===== config.mk =====
export PLATFORM = sky130hd
export DESIGN_NAME = udmaInHost
export DESIGN_NICKNAME = d
export VERILOG_FILES = /design/src/rtl/udmaInPkg.sv /design/src/rtl/udmaInCtrl.sv /design/src/rtl/udmaInDatapath.sv /design/src/rtl/udmaInHost.sv
export SDC_FILE = /design/constraint.sdc
export NUM_CORES = 1
export LEC_CHECK = 0
export ABC_AREA = 1
export BUFFER_PORTS_ARGS = -buffer_cell sky130_fd_sc_hd__buf_2
export CORE_MARGIN = 8
export CORE_UTILIZATION = 50
export CTS_BUF_LIST = sky130_fd_sc_hd__clkbuf_16
export CTS_CLUSTER_DIAMETER = 50
export DETAILED_ROUTE_END_ITERATION = 7
export GPL_TIMING_DRIVEN = 0
export PLACE_DENSITY = 0.68
export SYNTH_ARGS = -nofsm -noshare
export SYNTH_HDL_FRONTEND = slang
export SYNTH_SLANG_ARGS = --single-unit

===== constraint.sdc =====
create_clock -name clk -period 6.4 [get_ports clk]
set_clock_uncertainty 0.05 [all_clocks]
set_input_delay 0.64 -clock clk [delete_from_list [all_inputs] [get_ports clk]]
set_output_delay 0.64 -clock clk [all_outputs]
set_load 0.03 [all_outputs]

===== src/rtl/udmaInPkg.sv =====
package udmaInPkg;

  localparam int unsigned WORD_W = 16;
  localparam logic [WORD_W-1:0] CRC_SEED = 16'h4ABA;
  localparam logic [WORD_W-1:0] CRC_POLY = 16'h1021;

  typedef enum logic [2:0] {
    ST_IDLE,
    ST_ACK,
    ST_XFER,
    ST_STOPW,
    ST_ENDW
  } ctlState_t;

  typedef struct packed {
    logic captureEn;
    logic seedCrc;
    logic checkCrc;
  } ctlStrobes_t;

  // Typical two-cycle strobe period per mode, in ns.
  function automatic int unsigned strobePairNs(input logic [2:0] mode);
    case (mode)
      3'd0:    return 240;
      3'd1:    return 160;
      3'd2:    return 120;
      3'd3:    return 90;
      3'd4:    return 60;
      default: return 40;
    endcase
  endfunction

  function automatic int unsigned modeWaitCycles(input logic [2:0] mode,
                                                 input int unsigned clkNs);
    return (strobePairNs(mode) + clkNs - 1) / clkNs;
  endfunction

  function automatic logic [WORD_W-1:0] crcFold(input logic [WORD_W-1:0] crcIn,
                                                input logic [WORD_W-1:0] word);
    logic [WORD_W-1:0] c;
    logic fb;
    c = crcIn;
    for (int i = WORD_W - 1; i >= 0; i--) begin
      fb = c[WORD_W-1] ^ word[i];
      c  = {c[WORD_W-2:0], 1'b0} ^ (fb ? CRC_POLY : '0);
    end
    return c;
  endfunction

endpackage


===== src/rtl/udmaInCtrl.sv =====
module udmaInCtrl
  import udmaInPkg::*;
#(
  parameter int unsigned CLK_PERIOD_NS = 5
) (
  input  logic        clk,
  input  logic        rstN,
  input  logic [2:0]  modeSel,
  input  logic        burstReq,
  input  logic        stopReq,
  input  logic        dmarq,
  input  logic        almostFull,
  output logic        dmack,
  output logic        hdmardy,
  output logic        stop,
  output ctlStrobes_t ctl
);

  localparam int unsigned MAX_WAIT = modeWaitCycles(3'd0, CLK_PERIOD_NS);
  localparam int unsigned CNT_W    = $clog2(MAX_WAIT + 1);

  ctlState_t state, nextState;
  logic dmarqS1, dmarqS2;
  logic [2:0] modeQ;
  logic [CNT_W-1:0] cnt, waitLimit;
  logic waitDone;

  assign waitLimit = CNT_W'(modeWaitCycles(modeQ, CLK_PERIOD_NS) - 1);
  assign waitDone  = (cnt == waitLimit);

  always_ff @(posedge clk) begin
    if (!rstN) begin
      state   <= ST_IDLE;
      dmarqS1 <= 1'b0;
      dmarqS2 <= 1'b0;
      cnt     <= '0;
      modeQ   <= '0;
    end else begin
      dmarqS1 <= dmarq;
      dmarqS2 <= dmarqS1;
      state   <= nextState;
      if (state != nextState) cnt <= '0;
      else                    cnt <= cnt + 1'b1;
      if (state == ST_IDLE && nextState == ST_ACK) modeQ <= modeSel;
    end
  end

  always_comb begin
    nextState = state;
    ctl       = '0;
    case (state)
      ST_IDLE: begin
        if (burstReq && dmarqS2) begin
          nextState   = ST_ACK;
          ctl.seedCrc = 1'b1;
        end
      end
      ST_ACK: begin
        if (waitDone) nextState = ST_XFER;
      end
      ST_XFER: begin
        ctl.captureEn = 1'b1;
        if (!dmarqS2)     nextState = ST_ENDW;
        else if (stopReq) nextState = ST_STOPW;
      end
      ST_STOPW: begin
        ctl.captureEn = 1'b1;
        if (!dmarqS2) nextState = ST_ENDW;
      end
      ST_ENDW: begin
        if (waitDone) begin
          ctl.checkCrc = 1'b1;
          nextState    = ST_IDLE;
        end
      end
      default: nextState = ST_IDLE;
    endcase
  end

  assign dmack   = (state != ST_IDLE);
  assign hdmardy = (state == ST_XFER) && !almostFull;
  assign stop    = (state == ST_STOPW) || (state == ST_ENDW);

endmodule


===== src/rtl/udmaInDatapath.sv =====
module udmaInDatapath
  import udmaInPkg::*;
#(
  parameter int unsigned FIFO_DEPTH = 8,
  parameter int unsigned SLACK      = 4
) (
  input  logic              clk,
  input  logic              rstN,
  input  logic              dstrobe,
  input  logic [WORD_W-1:0] dd,
  input  ctlStrobes_t       ctl,
  output logic [WORD_W-1:0] outData,
  output logic              outValid,
  input  logic              outReady,
  output logic              almostFull,
  output logic              crcErr,
  output logic              pushWord,
  output logic              fifoFull
);

  // FIFO_DEPTH must be a power of two so the pointers wrap naturally.
  localparam int unsigned PTR_W     = $clog2(FIFO_DEPTH);
  localparam int unsigned CNT_W     = $clog2(FIFO_DEPTH + 1);
  localparam int unsigned HIGH_MARK = FIFO_DEPTH - SLACK;

  logic strS1, strS2, strS3;
  logic [WORD_W-1:0] ddS1, ddS2;
  logic [WORD_W-1:0] mem [FIFO_DEPTH];
  logic [PTR_W-1:0] wrPtr, rdPtr;
  logic [CNT_W-1:0] count;
  logic [WORD_W-1:0] crcQ;
  logic popWord, doPush;

  assign pushWord   = (strS2 ^ strS3) & ctl.captureEn;
  assign fifoFull   = (count == CNT_W'(FIFO_DEPTH));
  assign doPush     = pushWord & ~fifoFull;
  assign outValid   = (count != '0);
  assign popWord    = outValid & outReady;
  assign outData    = mem[rdPtr];
  assign almostFull = (count >= CNT_W'(HIGH_MARK));

  always_ff @(posedge clk) begin
    if (!rstN) begin
      strS1 <= 1'b0;
      strS2 <= 1'b0;
      strS3 <= 1'b0;
      ddS1  <= '0;
      ddS2  <= '0;
    end else begin
      strS1 <= dstrobe;
      strS2 <= strS1;
      strS3 <= strS2;
      ddS1  <= dd;
      ddS2  <= ddS1;
    end
  end

  always_ff @(posedge clk) begin
    if (doPush) mem[wrPtr] <= ddS2;
  end

  always_ff @(posedge clk) begin
    if (!rstN) begin
      wrPtr <= '0;
      rdPtr <= '0;
      count <= '0;
    end else begin
      if (doPush)  wrPtr <= wrPtr + 1'b1;
      if (popWord) rdPtr <= rdPtr + 1'b1;
      count <= count + CNT_W'(doPush) - CNT_W'(popWord);
    end
  end

  always_ff @(posedge clk) begin
    if (!rstN) begin
      crcQ   <= CRC_SEED;
      crcErr <= 1'b0;
    end else begin
      if (ctl.seedCrc) begin
        crcQ   <= CRC_SEED;
        crcErr <= 1'b0;
      end else if (pushWord) begin
        crcQ <= crcFold(crcQ, ddS2);
      end
      if (ctl.checkCrc) crcErr <= (ddS2 != crcQ);
    end
  end

endmodule


===== src/rtl/udmaInHost.sv =====
module udmaInHost
  import udmaInPkg::*;
#(
  parameter int unsigned CLK_PERIOD_NS = 5,
  parameter int unsigned FIFO_DEPTH    = 8,
  parameter int unsigned SLACK         = 4
) (
  input  logic        clk,
  input  logic        rstN,
  input  logic [2:0]  modeSel,
  input  logic        burstReq,
  input  logic        stopReq,
  input  logic        dmarq,
  output logic        dmack,
  output logic        hdmardy,
  output logic        stop,
  input  logic        dstrobe,
  input  logic [15:0] dd,
  output logic [15:0] outData,
  output logic        outValid,
  input  logic        outReady,
  output logic        crcErr
);

  ctlStrobes_t ctl;
  logic almostFull;
  logic pushWord;
  logic fifoFull;

  udmaInCtrl #(.CLK_PERIOD_NS(CLK_PERIOD_NS)) ctrl_i (
    .clk        (clk),
    .rstN       (rstN),
    .modeSel    (modeSel),
    .burstReq   (burstReq),
    .stopReq    (stopReq),
    .dmarq      (dmarq),
    .almostFull (almostFull),
    .dmack      (dmack),
    .hdmardy    (hdmardy),
    .stop       (stop),
    .ctl        (ctl)
  );

  udmaInDatapath #(.FIFO_DEPTH(FIFO_DEPTH), .SLACK(SLACK)) dp_i (
    .clk        (clk),
    .rstN       (rstN),
    .dstrobe    (dstrobe),
    .dd         (dd),
    .ctl        (ctl),
    .outData    (outData),
    .outValid   (outValid),
    .outReady   (outReady),
    .almostFull (almostFull),
    .crcErr     (crcErr),
    .pushWord   (pushWord),
    .fifoFull   (fifoFull)
  );

endmodule


; Word level (Yosys, flattened, before mapping)
; Memories as Yosys holds them, arrays and structs flattened. A register that Yosys moved wholly into a read port is not among the register bits.
; Index checks and enable logic that the tools add are counted.
[word_totals]
regBits = 76
latchBits = 0
ram_bits = 128
mem_bits_ro = 0
out_inout_bits = 21
wordCells = 125
memories = 1
[mem_list]
columns = name, words, width, read_ports, rd_ports_with_merged_regs, wr, line
row1 = dp_i.mem, 8, 16, 1, 1, 1, udmaInDatapath.sv:28  ; logic [WORD_W-1:0] mem [FIFO_DEPTH];
[classes]
n_addsub = 8
multipliers = 0
n_div = 1
n_lt_le_gt_ge = 1
eq_ne = 13
n_shift = 0
n_mux = 35
bitwise_logic = 38
n_reduce_logical = 13
[op_table]
columns = operator, count
row1 = 16-bit bitwise XOR, 16
row2 = 13-bit 2-to-1 mux, 16
row3 = 8-bit case mux with 5 select lines, 1
row4 = "32-bit by 3-bit divider with 32-bit output, second input constant", 1
row5 = "32-bit by 1-bit subtractor with 32-bit output, second input constant", 1
row6 = 3-bit 2-to-1 mux, 8
row7 = 1-bit bitwise XOR, 17
row8 = 16-bit != test, 1
row9 = 3-bit case mux with 5 select lines, 1
row10 = "3-bit by 2-bit == test with 1-bit output, second input constant", 4
row11 = "8-bit by 3-bit adder with 9-bit output, second input constant", 1
row12 = "3-bit by 1-bit == test with 1-bit output, second input constant", 3
row13 = 1-bit 2-to-1 mux, 9
row14 = "3-bit by 1-bit adder with 3-bit output, second input constant", 2
row15 = "6-bit by 1-bit adder with 6-bit output, second input constant", 1
row16 = "3-bit == test, second input constant", 2
row17 = 6-bit == test, 1
row18 = 3-bit zero test, 2
row19 = 2-bit OR reduction, 3
row20 = "6-bit by 1-bit subtractor with 6-bit output, second input constant", 1
row21 = 4-bit by 1-bit adder with 4-bit output, 1
row22 = "4-bit == test, second input constant", 1
row23 = "4-bit by 3-bit greater-or-equal comparator with 1-bit output, second input constant", 1
row24 = 4-bit nonzero test, 1
row25 = other kinds (9), 14

; Logic depth before layout (Yosys ltp)
; Gate-level depths: netlist (run 1).
[logic_depth]
ltp_word = 48
ltp_mapped = 46

; Hierarchy
; A second synthesis (run 1) with hierarchy kept.
[hier_totals]
cells_unflattened = 1108
hier_area_um2 = 9798.1
[modules_own_cells]
columns = module, instances, cells_each, area_each_um2, seq_area_each_um2
row1 = udmaInDatapath, 1, 794, 7935.1, 5144.9
row2 = udmaInCtrl, 1, 314, 1863.0, 280.3

; Least setup slack after synthesis (run 1)
; Ideal clock, no wire load.
[synth_path]
kind = register to register
startpoint = register ctrl_i.modeQ[2]
endpoint = register ctrl_i.cnt[0]
setup_time_ps = 67
t_arrival_ps = 5280
required_ps = 6283
setup_slack_ps = 1003
path_stages_with_launch = 42
period_less_slack_ps = 5397
path_cell_list = dfxtp_1 > inv_1 > nor2_1 > ha_1 > nand2_1 > nand3_2 > nand2_4 > ha_1 > inv_1 > nand3_2 > nand2_2 > nand3_4 > nand2_1 > nand2_1 > inv_1 > ha_1 > o211ai_4 > nand3_2 > [... 6 more ...] > nor2_4 > nand2_4 > o21ai_1 > nand2_2 > nor3_4 > ha_1 > xnor2_1 > a21oi_1 > o221ai_1 > a21oi_1 > nand2_1 > nor2_2 > nand4_2 > nand2_2 > nand2_2 > a21oi_2 > nand4_2 > nor2_1
[synth_between]
elab_chain_len = 11
[synth_lines]
columns = element, line
row1 = "start, declared", udmaInCtrl.sv:24  ; logic [2:0] modeQ;
row2 = "start signal, assigned", udmaInCtrl.sv:44  ; if (state == ST_IDLE && nextState == ST_ACK) modeQ <= modeSel;
row3 = 3-bit == test (tied with other cells), udmaInPkg.sv:23  ; case (mode)
row4 = 8-bit case mux with 5 select lines (*), udmaInPkg.sv:23
row5 = 8-bit by 3-bit adder with 9-bit output (*), udmaInPkg.sv:35  ; return (strobePairNs(mode) + clkNs - 1) / clkNs;
row6 = 32-bit by 1-bit subtractor with 32-bit output (*), udmaInPkg.sv:35
row7 = 32-bit by 3-bit divider with 32-bit output (*), udmaInPkg.sv:35
row8 = 6-bit by 1-bit subtractor with 6-bit output (*), udmaInCtrl.sv:28  ; assign waitLimit = CNT_W'(modeWaitCycles(modeQ, CLK_PERIOD_NS) - 1);
row9 = 6-bit == test (*), udmaInCtrl.sv:29  ; assign waitDone = (cnt == waitLimit);
row10 = 3-bit 2-to-1 mux (on tied branches), "udmaInCtrl.sv:71, udmaInCtrl.sv:59"
row11 = 3-bit case mux with 5 select lines (*), udmaInCtrl.sv:51  ; case (state)
row12 = 3-bit != test (*), udmaInCtrl.sv:42  ; if (state != nextState) cnt <= '0;
row13 = 2-bit OR reduction (no line) (*), -
row14 = "end signal, assigned", udmaInCtrl.sv:43  ; else cnt <= cnt + 1'b1;
row15 = "end, declared", udmaInCtrl.sv:25  ; logic [CNT_W-1:0] cnt, waitLimit;
; Every way passes the cells marked *; elsewhere a longest branch is shown, timed or not.
; A chain may end at the register's enable or synchronous reset.

; Worst setup path in the final report (run 1)
[layout_path]
startpoint = register ctrl_i.modeQ[2]
endpoint = register ctrl_i.cnt[5]
; The elaborated chain is that of the path after synthesis.

==> flow_summary.yaml, run 1 <==
detailed_routing:
  dr.first_iter.drc_count: 459
  drc_errors: 0
  antenna_left: 0
  drt_wl_total_um: 21200
  via_per_inst: 5.20
  avgRoutedWirePerCell_um: 16.4
  vias: 6748
  drt_pass1_iterations: 5
worst_hold_path:
  holdPathStages: 3
  hold_class: "input pin to flop"
  hp-start: "dd[13]"
  hold_end: "dp_i.ddS1[13]$_SDFF_PN0_"
placed_design:
  numPortBuffers: 45
  dp_hpwl_um: 14600
  place.gp.congestion: 0.870
  dp.cells: 1252
  place_ws_ns: 0.291
floorplan:
  die_y_um: 152
  start_util_pct: 50.4
  placementRows: 50
  die_w_um: 152
  coreArea_um2: 18500
  dieArea_um2: 23200
  io_pins: 47
worst_setup_path:
  cp_data_arrival_time_ns: 6.22
  start_kind: "flop"
  path_class: "flop to flop"
  crit_required_ns: 6.79
  crit_slowest_cell: "dfxtp_1"
  max_stage_delay_ns: 0.37
  crit_path_end_kind: "flop"
  r2r_start: "ctrl_i.modeQ[2]$_SDFFE_PN0P_"
  cp.buffers_inverters: 6
  ff2ff_setup_slack_ns: 0.58
  path_max_fanout: 10
  crit_family: "simple AND/OR/NAND/NOR gates"
  reg2reg_depth: 41
  r2r-end: "ctrl_i.cnt[5]$_SDFF_PP0_"
global_routing:
  grt_max_degree: 17
  grt_pass1_vias: 6550
  antenna_found_initial: 0
  grt_pass1_wl_um: 33700
  grt_use_total_pct: 18.0
  grt_overflow: 0
final_layout:
  fin_util_pct: 58.0
  fin_cells: 1297
  syn_to_final_growth_pct: 15.3
  fin_nets: 1091
  drive_gt1_share_pct: 13.9
  antennaDiodeCount: 0
  fillers: 1549
power:
  leakage_nw: 4.72
  peakVddDrop_v: 0.000258
  p_per_area_nw_per_um2: 361
sta:
  finalMaxSlewViolations: 0
  slew_headroom_pct: 35.0
  worstMarginPinSlew_ns: 0.974
  setup_viol: 0
  hold_viol: 0
  fin_setup_tns_ns: 0
  timing.final.ws_setup_ns: 0.577
  period_needed_ns: 5.82
  rsz0062_at_grt: "false"
  period_share_pct: 91.0
  fmax_mhz: 172
logic_synthesis:
  synth_area_per_cell_um2: 9.61
  synthArstFlopShare_pct: 0
  ys_seq_area_share_pct: 58.4
  synth_top_flop_cell: "edfxtp_1"
  synth-seq-cells: 207
  synthesis.nets: 1012
  synth_edf_count: 128
  yosys_warnings: 0
  syn_area_um2: 9290
  synth_cell_types: 46
  netlist_instances: 967
clocking:
  clockRootBuffer: "clkbuf_16"
  clkTransAtPathRegs_ns: 0.06
  clk_latency_ns: 0.52
  cts_inserted_buffers: 23
  clockBufferDepth: 3
  tritoncts: "done"
  cts_sinks: 207
  h-tree-depth: 1
run:
  drv_cap: 0
outcome:
  status: "finished clean"
## power by group
group          leakage [nW]  total, W  internal [W]  switching (W)
clock                 0.389   0.00130      0.000756       0.000545
combinational          2.40   0.00108      0.000343       0.000740
sequential             1.93   0.00148       0.00144      0.0000348
total                  4.72   0.00386       0.00254        0.00132
## state kept, by name, indices dropped and copies added (netlist names), 4 cells and up, named ones only
register / flops
ctrl_i.cnt: 6
dp_i.ddS1: 16
dp_i.ddS2: 16
dp_i.mem: 128
dp_i.crcQ: 16
dp_i.count: 4
## cells in the mapped netlist, drive strengths merged, types with 3 or more instances
cell / instances / area share [%]
nor2: 170 / 7.1
nand2: 151 / 6.8
edfxtp: 128 / 41
inv: 116 / 4.7
o21ai: 96 / 5.5
dfxtp: 79 / 17
xor2: 32 / 3.0
a21oi: 30 / 1.7
clkbuf: 30 / 1.2
nand3: 29 / 2.1
ha: 18 / 2.4
a31oi: 17 / 1.1
o22ai: 16 / 1.1
xnor2: 16 / 1.5
nand4: 11 / 0.88
or2: 7 / 0.47
buf: 3 / 0.20
## cells by family (layout without fill, tap and decap cells)
kind of cell    count (synthesis)  in the layout  synth area share [%]
simple gates                  375            375                  18.0
flops                         207            207                  58.4
fa+ha+maj                      19             19                  2.64
xor+xnor                       48             48                  4.52
compound gates                168            168                  10.3
buf+inv                       150            246                  6.14
## tightest hold or removal path, stage by stage
cell     delay (ns)
buf_2          0.07
nand2_1        0.04
inv_1          0.04
## layout make-up
| class | instances | area, um^2 | area share, % |
|---|---|---|---|
| Buffer | 33 | 131 | 1.23 |
| Clock buffer | 25 | 626 | 5.84 |
| Tap cell | 234 | 293 | 2.73 |
| Clock inverter | 17 | 130 | 1.21 |
| Inverter | 117 | 439 | 4.10 |
| Timing Repair Buffer | 54 | 330 | 3.08 |
| Multi-Input combinational cell | 610 | 3340 | 31.1 |
| Sequential cell | 207 | 5430 | 50.7 |
## placed cells by master, fill, tap and decap left out, drive strengths merged, types with 29 or more instances in the layout
| cell type | count |
|---|---|
| dfxtp | 79 |
| nor2 | 170 |
| edfxtp | 128 |
| xor2 | 32 |
| nand2 | 151 |
| nand3 | 29 |
| buf | 57 |
| o21ai | 96 |
| inv | 126 |
| clkbuf | 55 |
| a21oi | 30 |
## through the flow
stage	total power [W]	hold WS, ns	cell area (um^2)
floorplan	0.00230	0.340	9290
global placement	0.00257	0.345	9810
detailed placement	0.00259	0.346	9910
CTS	0.00388	0.253	10700
global route	0.00406	0.269	10700
finish	0.00386	0.264	10700
## timing repair
item	CTS	global route
hold endpoints to repair	0	0
resized for setup	0	5
hold buffers	0	0
buffers inserted	0	3
setup endpoints to repair	0	7
## routing by layer
layer | global-route usage [%] | vias up | part of all wire [%]
li1 | - | 3370 | -
met2 | 30.8 | 184 | 48
met4 | 6.76 | 0 | 3.3
met5 | 0 | - | 0
met3 | 2.67 | 46 | 5.1
met1 | 22.7 | 3148 | 44
## worst max path at each step
| stage | endpoint | from | depth (start not counted) | slack [ns] |
|---|---|---|---|---|
| after floorplan | ctrl_i.cnt[0]$_SDFF_PP0_ | ctrl_i.modeQ[2]$_SDFFE_PN0P_ | 41 | 1.00 |
| after detailed placement | ctrl_i.cnt[3]$_SDFF_PP0_ | ctrl_i.modeQ[2]$_SDFFE_PN0P_ | 41 | 0.29 |
| after global routing | ctrl_i.cnt[4]$_SDFF_PP0_ | ctrl_i.modeQ[2]$_SDFFE_PN0P_ | 41 | 0.05 |
| final | ctrl_i.cnt[5]$_SDFF_PP0_ | ctrl_i.modeQ[2]$_SDFFE_PN0P_ | 41 | 0.58 |
| after CTS | ctrl_i.cnt[5]$_SDFF_PP0_ | ctrl_i.modeQ[2]$_SDFFE_PN0P_ | 41 | 0.27 |
| after global placement | ctrl_i.cnt[5]$_SDFF_PP0_ | ctrl_i.modeQ[2]$_SDFFE_PN0P_ | 41 | 0.40 |
No activity file was read; power rests on OpenSTA's default activity.
==> run 2, diff against run 1 <==
Settings changed: GPL_TIMING_DRIVEN 0 to not set, SYNTH_HIERARCHICAL set to 1.
Clock period 6.4 ns to 7.08 ns, I/O delays scaled along.
==> run 2 against run 1 <==
  * Final area grew 3.6%
  * Via count grew 6.4%
  * Global-route usage shrank 0.45 points
  * Clock power shrank 5%
  * Utilization shrank 0.62 points
  * Die area grew 4.9%
  * Combinational power shrank 8%
  * Synthesized cell count grew 15%
  * First-iteration DRC count grew 8.3%
  * Clock-buffer cell count is the same
  * Critical endpoint is now dp_i/crcErr$_SDFFE_PN0P_
  * Largest cell class unchanged
==> flow_summary.yaml, run 2 <==
floorplan:
  dieArea_um2: 24300
  die_w_um: 156
  coreArea_um2: 19300
  placementRows: 51
  io_pins: 47
  start_util_pct: 50.7
  die_y_um: 156
logic_synthesis:
  synthTopCellsByArea: "edfxtp_1 39%, dfxtp_1 16%, nand2_1 8.7%, nor2_1 6.3%, inv_1 4.8%"
  syn_area_um2: 9800
  netlist_top_cells_count: "226 x nand2_1, 164 x nor2_1, 128 x edfxtp_1"
  yosys_warnings: 6
  synth_cell_types: 44
  synthesis.nets: 1152
  netlist_instances: 1108
  synth_top_cell_by_area: "edfxtp_1"
  ys_seq_area_share_pct: 55.4
  synth_top_flop_cell: "edfxtp_1"
  synth_top_area_share_pct: 39.2
  yosysMostFrequentCell: "nand2_1"
  synth_area_per_cell_um2: 8.84
  synthArstFlopShare_pct: 0
  synth-seq-cells: 207
  synth_edf_count: 128
final_layout:
  syn_to_final_growth_pct: 13.3
  antennaDiodeCount: 0
  fin_nets: 1201
  final_area_um2: 11100
  seqCellArea_um2: 5430
  final_common_cell: "nand2_1"
  multi_input_area_um2: 3680
  layout_common_cells: "226 x nand2_1, 164 x nor2_1, 128 x edfxtp_1"
  largest_reg_flops: 128
  top_register: "dp_i/mem"
  fillers: 1726
  fin_cells: 1440
  fin_util_pct: 57.4
  drive_gt1_share_pct: 14.3
detailed_routing:
  via_per_inst: 4.99
  drt_pass1_iterations: 5
  avgRoutedWirePerCell_um: 14.5
  drt_wl_total_um: 20800
  vias: 7182
  antenna_left: 0
  dr.first_iter.drc_count: 497
  drc_errors: 0
worst_setup_path:
  crit_path_end_kind: "flop"
  crit_top_cell: "inv_1"
  path_max_fanout: 14
  cp_data_arrival_time_ns: 6.41
  r2r-end: "dp_i/crcErr$_SDFFE_PN0P_"
  r2r_start: "ctrl_i/modeQ[1]$_SDFFE_PN0P_"
  max_stage_delay_ns: 0.34
  reg2reg_depth: 43
  crit_required_ns: 7.39
  path_class: "flop to flop"
  ff2ff_setup_slack_ns: 0.99
  crit_slowest_cell: "dfxtp_1"
  start_kind: "flop"
clocking:
  post_cts.repair.setup_buffers: 0
  clkTransAtPathRegs_ns: 0.06
  hold_buffers: 0
  cts_inserted_buffers: 24
  cts_sinks: 207
  clockRootBuffer: "clkbuf_16"
  clk_latency_ns: 0.50
  h-tree-depth: 1
  tritoncts: "done"
  clockBufferDepth: 3
  ctsResizeCount: 0
global_routing:
  met2_usage_pct: 29.3
  grt_use_total_pct: 17.5
  antenna_found_initial: 0
  grt_pass1_vias: 6937
  grt_use_met1_pct: 23.6
  gr-usage-met3_pct: 2.63
  grt_pass1_wl_um: 34600
  grt_overflow: 0
  globalRoute.busiestLayer: "met2"
  grt_max_degree: 66
worst_hold_path:
  hp-start: "dd[1]"
  hold_end: "dp_i/ddS1[1]$_SDFF_PN0_"
  holdPathStages: 3
  hold_class: "input pin to flop"
sta:
  period_needed_ns: 6.09
  period_share_pct: 86.1
  fmax_mhz: 164
  hold_viol: 0
  fin_setup_tns_ns: 0
  timing.final.ws_setup_ns: 0.986
  rsz0062_at_grt: "false"
  finalMaxSlewViolations: 0
  worstMarginPinSlew_ns: 1.13
  slew_headroom_pct: 24.9
  setup_viol: 0
power:
  p_per_area_nw_per_um2: 321
  peakVddDrop_v: 0.000218
  leakage_nw: 5.03
placed_design:
  dp_hpwl_um: 13500
  dp.cells: 1396
  place.gp.congestion: 0.874
  numPortBuffers: 46
  placed_cell_area_um2: 10300
  place_ws_ns: 0.983
outcome:
  status: "finished clean"
run:
  drv_cap: 0
[run 2: cell count changes in the layout (fill, tap and decap cells not counted), moves of 9 or more]
| cell | delta |
|---|---|
| nand2_2 | +18 |
| nand3_1 | +26 |
| clkbuf_1 | -30 |
| xor2_1 | -10 |
| inv_1 | +10 |
| inv_2 | +15 |
| nand2_1 | +89 |
| nor3_1 | +9 |
[run 2: power breakdown]
group,total (W),internal [W],leakage (nW),switching (W)
sequential,0.00133,0.00131,1.94,0.0000253
combinational,0.000997,0.000313,2.70,0.000684
clock,0.00123,0.000751,0.386,0.000479
[run 2: through the flow]
| step | total power, W | hold WS (ns) |
|---|---|---|
| 2_1_floorplan | 0.00213 | 0.340 |
| 3_3_place_gp | 0.00234 | 0.343 |
| 3_5_place_dp | 0.00236 | 0.345 |
| 4_1_cts | 0.00359 | 0.314 |
| 5_1_grt | 0.00377 | 0.324 |
| 6_report | 0.00356 | 0.329 |
[run 2: logic make-up (layout without fill, tap and decap cells)]
group | Yosys count | in the layout | share of synthesized area (%)
AO/OA/AOI/OAI | 159 | 159 | 8.95
XOR/XNOR | 37 | 37 | 3.31
adder cells (fa/ha/maj) | 18 | 18 | 2.38
buffers and inverters | 179 | 246 | 7.09
flip-flops | 207 | 207 | 55.4
AND/OR/NAND/NOR | 508 | 508 | 22.9
[run 2: final cells by class]
class	instances	area share, %
Sequential cell	207	48.9
Multi-Input combinational cell	722	33.1
Clock buffer	25	5.64
Inverter	145	4.90
Tap cell	265	2.99
Timing Repair Buffer	57	2.82
Clock inverter	19	1.63
[run 2: worst max path at each step]
stage | from | to | slack (ns) | cells past startpoint
finish | ctrl_i/modeQ[1]$_SDFFE_PN0P_ | dp_i/crcErr$_SDFFE_PN0P_ | 0.99 | 43
global route | ctrl_i/modeQ[1]$_SDFFE_PN0P_ | dp_i/crcErr$_SDFFE_PN0P_ | 0.20 | 43
CTS | ctrl_i/modeQ[1]$_SDFFE_PN0P_ | dp_i/crcErr$_SDFFE_PN0P_ | 0.93 | 43
detailed placement | ctrl_i/modeQ[1]$_SDFFE_PN0P_ | dp_i/crcErr$_SDFFE_PN0P_ | 0.98 | 43
global placement | ctrl_i/modeQ[1]$_SDFFE_PN0P_ | dp_i/crcErr$_SDFFE_PN0P_ | 1.20 | 43
floorplan | ctrl_i/modeQ[1]$_SDFFE_PN0P_ | dp_i/crcErr$_SDFFE_PN0P_ | 1.75 | 44
[run 2: worst max-delay path: cells and delay by family, from the launching register on]
kind	cells	cell delay, ns
AO/OA/AOI/OAI	2	0.23
XOR/XNOR	2	0.34
adder cells (fa/ha/maj)	5	1.06
buffers and inverters	9	0.66
flip-flops	1	0.34
AND/OR/NAND/NOR	25	3.27
[run 2: metal layers]
layer	share of wire, %	up-vias
li1	-	3709
met1	47	3307
met2	47	141
met3	4.6	25
met4	1.4	0
met5	0	-
==> run 3, diff against run 2 <==
Settings changed: MAX_ROUTING_LAYER set to met4.
Clock period 7.08 ns to 6.22 ns, I/O delays scaled along.
==> run 3 against run 2 <==
  * Register-to-register slack got worse by 0.39 ns
  * Largest cell class unchanged
  * Fmax is 8.4% higher
  * Power increased by 13%
  * Sequential share of layout area about the same
  * Critical path type unchanged
  * Clock power increased by 11%
  * Non-clock buffer count is 2 higher
  * Clock-buffer cell count is 1 lower
  * Critical path depth stayed put
  * Routed wire length grew 0.39%
==> flow_summary.yaml, run 3 (same netlist as run 2, synthesis figures left out) <==
outcome:
  status: "finished clean"
clocking:
  clk_latency_ns: 0.52
  cts_sinks: 207
  cts_inserted_buffers: 24
  hold_buffers: 0
  h-tree-depth: 1
  clkTransAtPathRegs_ns: 0.05
  clockRootBuffer: "clkbuf_16"
  tritoncts: "done"
  clockBufferDepth: 3
floorplan:
  dieArea_um2: 24300
  start_util_pct: 50.7
  coreArea_um2: 19300
  die_w_um: 156
  placementRows: 51
  io_pins: 47
  die_y_um: 156
global_routing:
  grt_pass1_vias: 7074
  antenna_found_initial: 0
  grt_overflow: 0
  grt_use_met1_pct: 23.6
  grt_max_degree: 66
  grt_pass1_wl_um: 35000
  met2_usage_pct: 29.7
  gr-usage-met3_pct: 2.49
  globalRoute.busiestLayer: "met2"
  grt_use_total_pct: 18.2
detailed_routing:
  drt_wl_total_um: 20900
  antenna_left: 0
  drt_pass1_iterations: 5
  dr.first_iter.drc_count: 453
  vias: 7310
  via_per_inst: 5.07
  avgRoutedWirePerCell_um: 14.5
  drc_errors: 0
sta:
  rsz0062_at_grt: "false"
  hold_viol: 0
  setup_viol: 0
  slew_headroom_pct: 25.0
  finalMaxSlewViolations: 0
  fmax_mhz: 178
  worstMarginPinSlew_ns: 1.12
  fin_setup_tns_ns: 0
  period_share_pct: 90.3
  period_needed_ns: 5.62
  fin_hold_ws_ns: 0.245
power:
  p_int_w: 0.00268
  peakVddDrop_v: 0.000207
  seq_power_share_pct: 37.6
  p_comb_share_pct: 28.4
  p_per_area_nw_per_um2: 362
  p_sw_share_pct: 33.5
  total_power_w: 0.00403
  leakage_nw: 5.04
  power_frac_clock_pct: 34.0
  power.switching_w: 0.00135
worst_setup_path:
  cp.buffers_inverters: 9
  start_kind: "flop"
  cp_data_arrival_time_ns: 5.93
  path_class: "flop to flop"
  crit_required_ns: 6.53
  path_max_fanout: 11
  crit_top_cell: "inv_1"
  crit_slowest_cell: "dfxtp_1"
  max_stage_delay_ns: 0.35
  crit_path_end_kind: "flop"
  crit_family: "simple AND/OR/NAND/NOR gates"
run:
  drv_cap: 0
final_layout:
  drive_gt1_share_pct: 14.6
  top_register: "dp_i/mem"
  antennaDiodeCount: 0
  syn_to_final_growth_pct: 13.4
  layout_common_cells: "226 x nand2_1, 161 x nor2_1, 129 x inv_1"
  final_common_cell: "nand2_1"
  largest_reg_flops: 128
  fin_nets: 1203
placed_design:
  numPortBuffers: 46
  dp_hpwl_um: 13500
  place.gp.congestion: 0.895
worst_hold_path:
  hold_class: "input pin to flop"
[run 3: cell count changes in the layout (fill, tap and decap cells not counted), moves of 2 or more]
cell	delta
buf_4	+2
nor2_1	-3
inv_1	+3
clkinv_1	-2
nor2_2	+3
[run 3: through the flow]
| stage | worst slack (ns) | area, um^2 | cells | utilization, % |
|---|---|---|---|---|
| after global placement | 0.554 | 10300 | 1397 | 53.3 |
| after global routing | 0.0420 | 11100 | 1442 | 57.5 |
| final | 0.601 | 11100 | 1442 | 57.5 |
| after floorplan | 0.885 | 9800 | 1108 | - |
| after CTS | 0.345 | 11100 | 1441 | 57.3 |
| after detailed placement | 0.393 | 10300 | 1397 | 53.3 |
[run 3: path summary, 6_finish.rpt]
check                              to  slack [ns]                         start  cells past startpoint
min          dp_i/ddS1[12]$_SDFF_PN0_        0.25                        dd[12]                      3
min reg2reg   dp_i/ddS2[6]$_SDFF_PN0_        0.36       dp_i/ddS1[6]$_SDFF_PN0_                      2
max reg2reg  dp_i/crcErr$_SDFFE_PN0P_        0.60  ctrl_i/modeQ[1]$_SDFFE_PN0P_                     43
max          dp_i/crcErr$_SDFFE_PN0P_        0.60  ctrl_i/modeQ[1]$_SDFFE_PN0P_                     43
[run 3: layer usage]
metal / vias to the layer above / wire length, um
met4: 0 / 454
met2: 150 / 9640
met5: - / 0
met1: 3416 / 9960
li1: 3709 / -
met3: 35 / 850
[run 3: area by class of cell]
cell class	count	area [um^2]
Clock buffer	24	601
Clock inverter	20	186
Fill cell	1723	8220
Inverter	145	544
Multi-Input combinational cell	722	3690
Sequential cell	207	5430
Tap cell	265	332
Timing Repair Buffer	59	328
[run 3: power groups by stage]
stage	combinational [W]	clock, W	sequential (W)
global placement	0.00113	0	0.00154
CTS	0.00115	0.00140	0.00152
finish	0.00114	0.00137	0.00152
global route	0.00130	0.00146	0.00152
detailed placement	0.00114	0	0.00154
floorplan	0.000892	0	0.00154
[run 3: timing repair]
action / in CTS / in global routing
setup buffers: 0 / 1
setup endpoints to repair: 0 / 7
gates resized for setup: 0 / 4
[run 3: tightest hold or removal path: stages]
cell and delay [ns]:
buf_2 0.07, nand2_1 0.04, inv_1 0.04
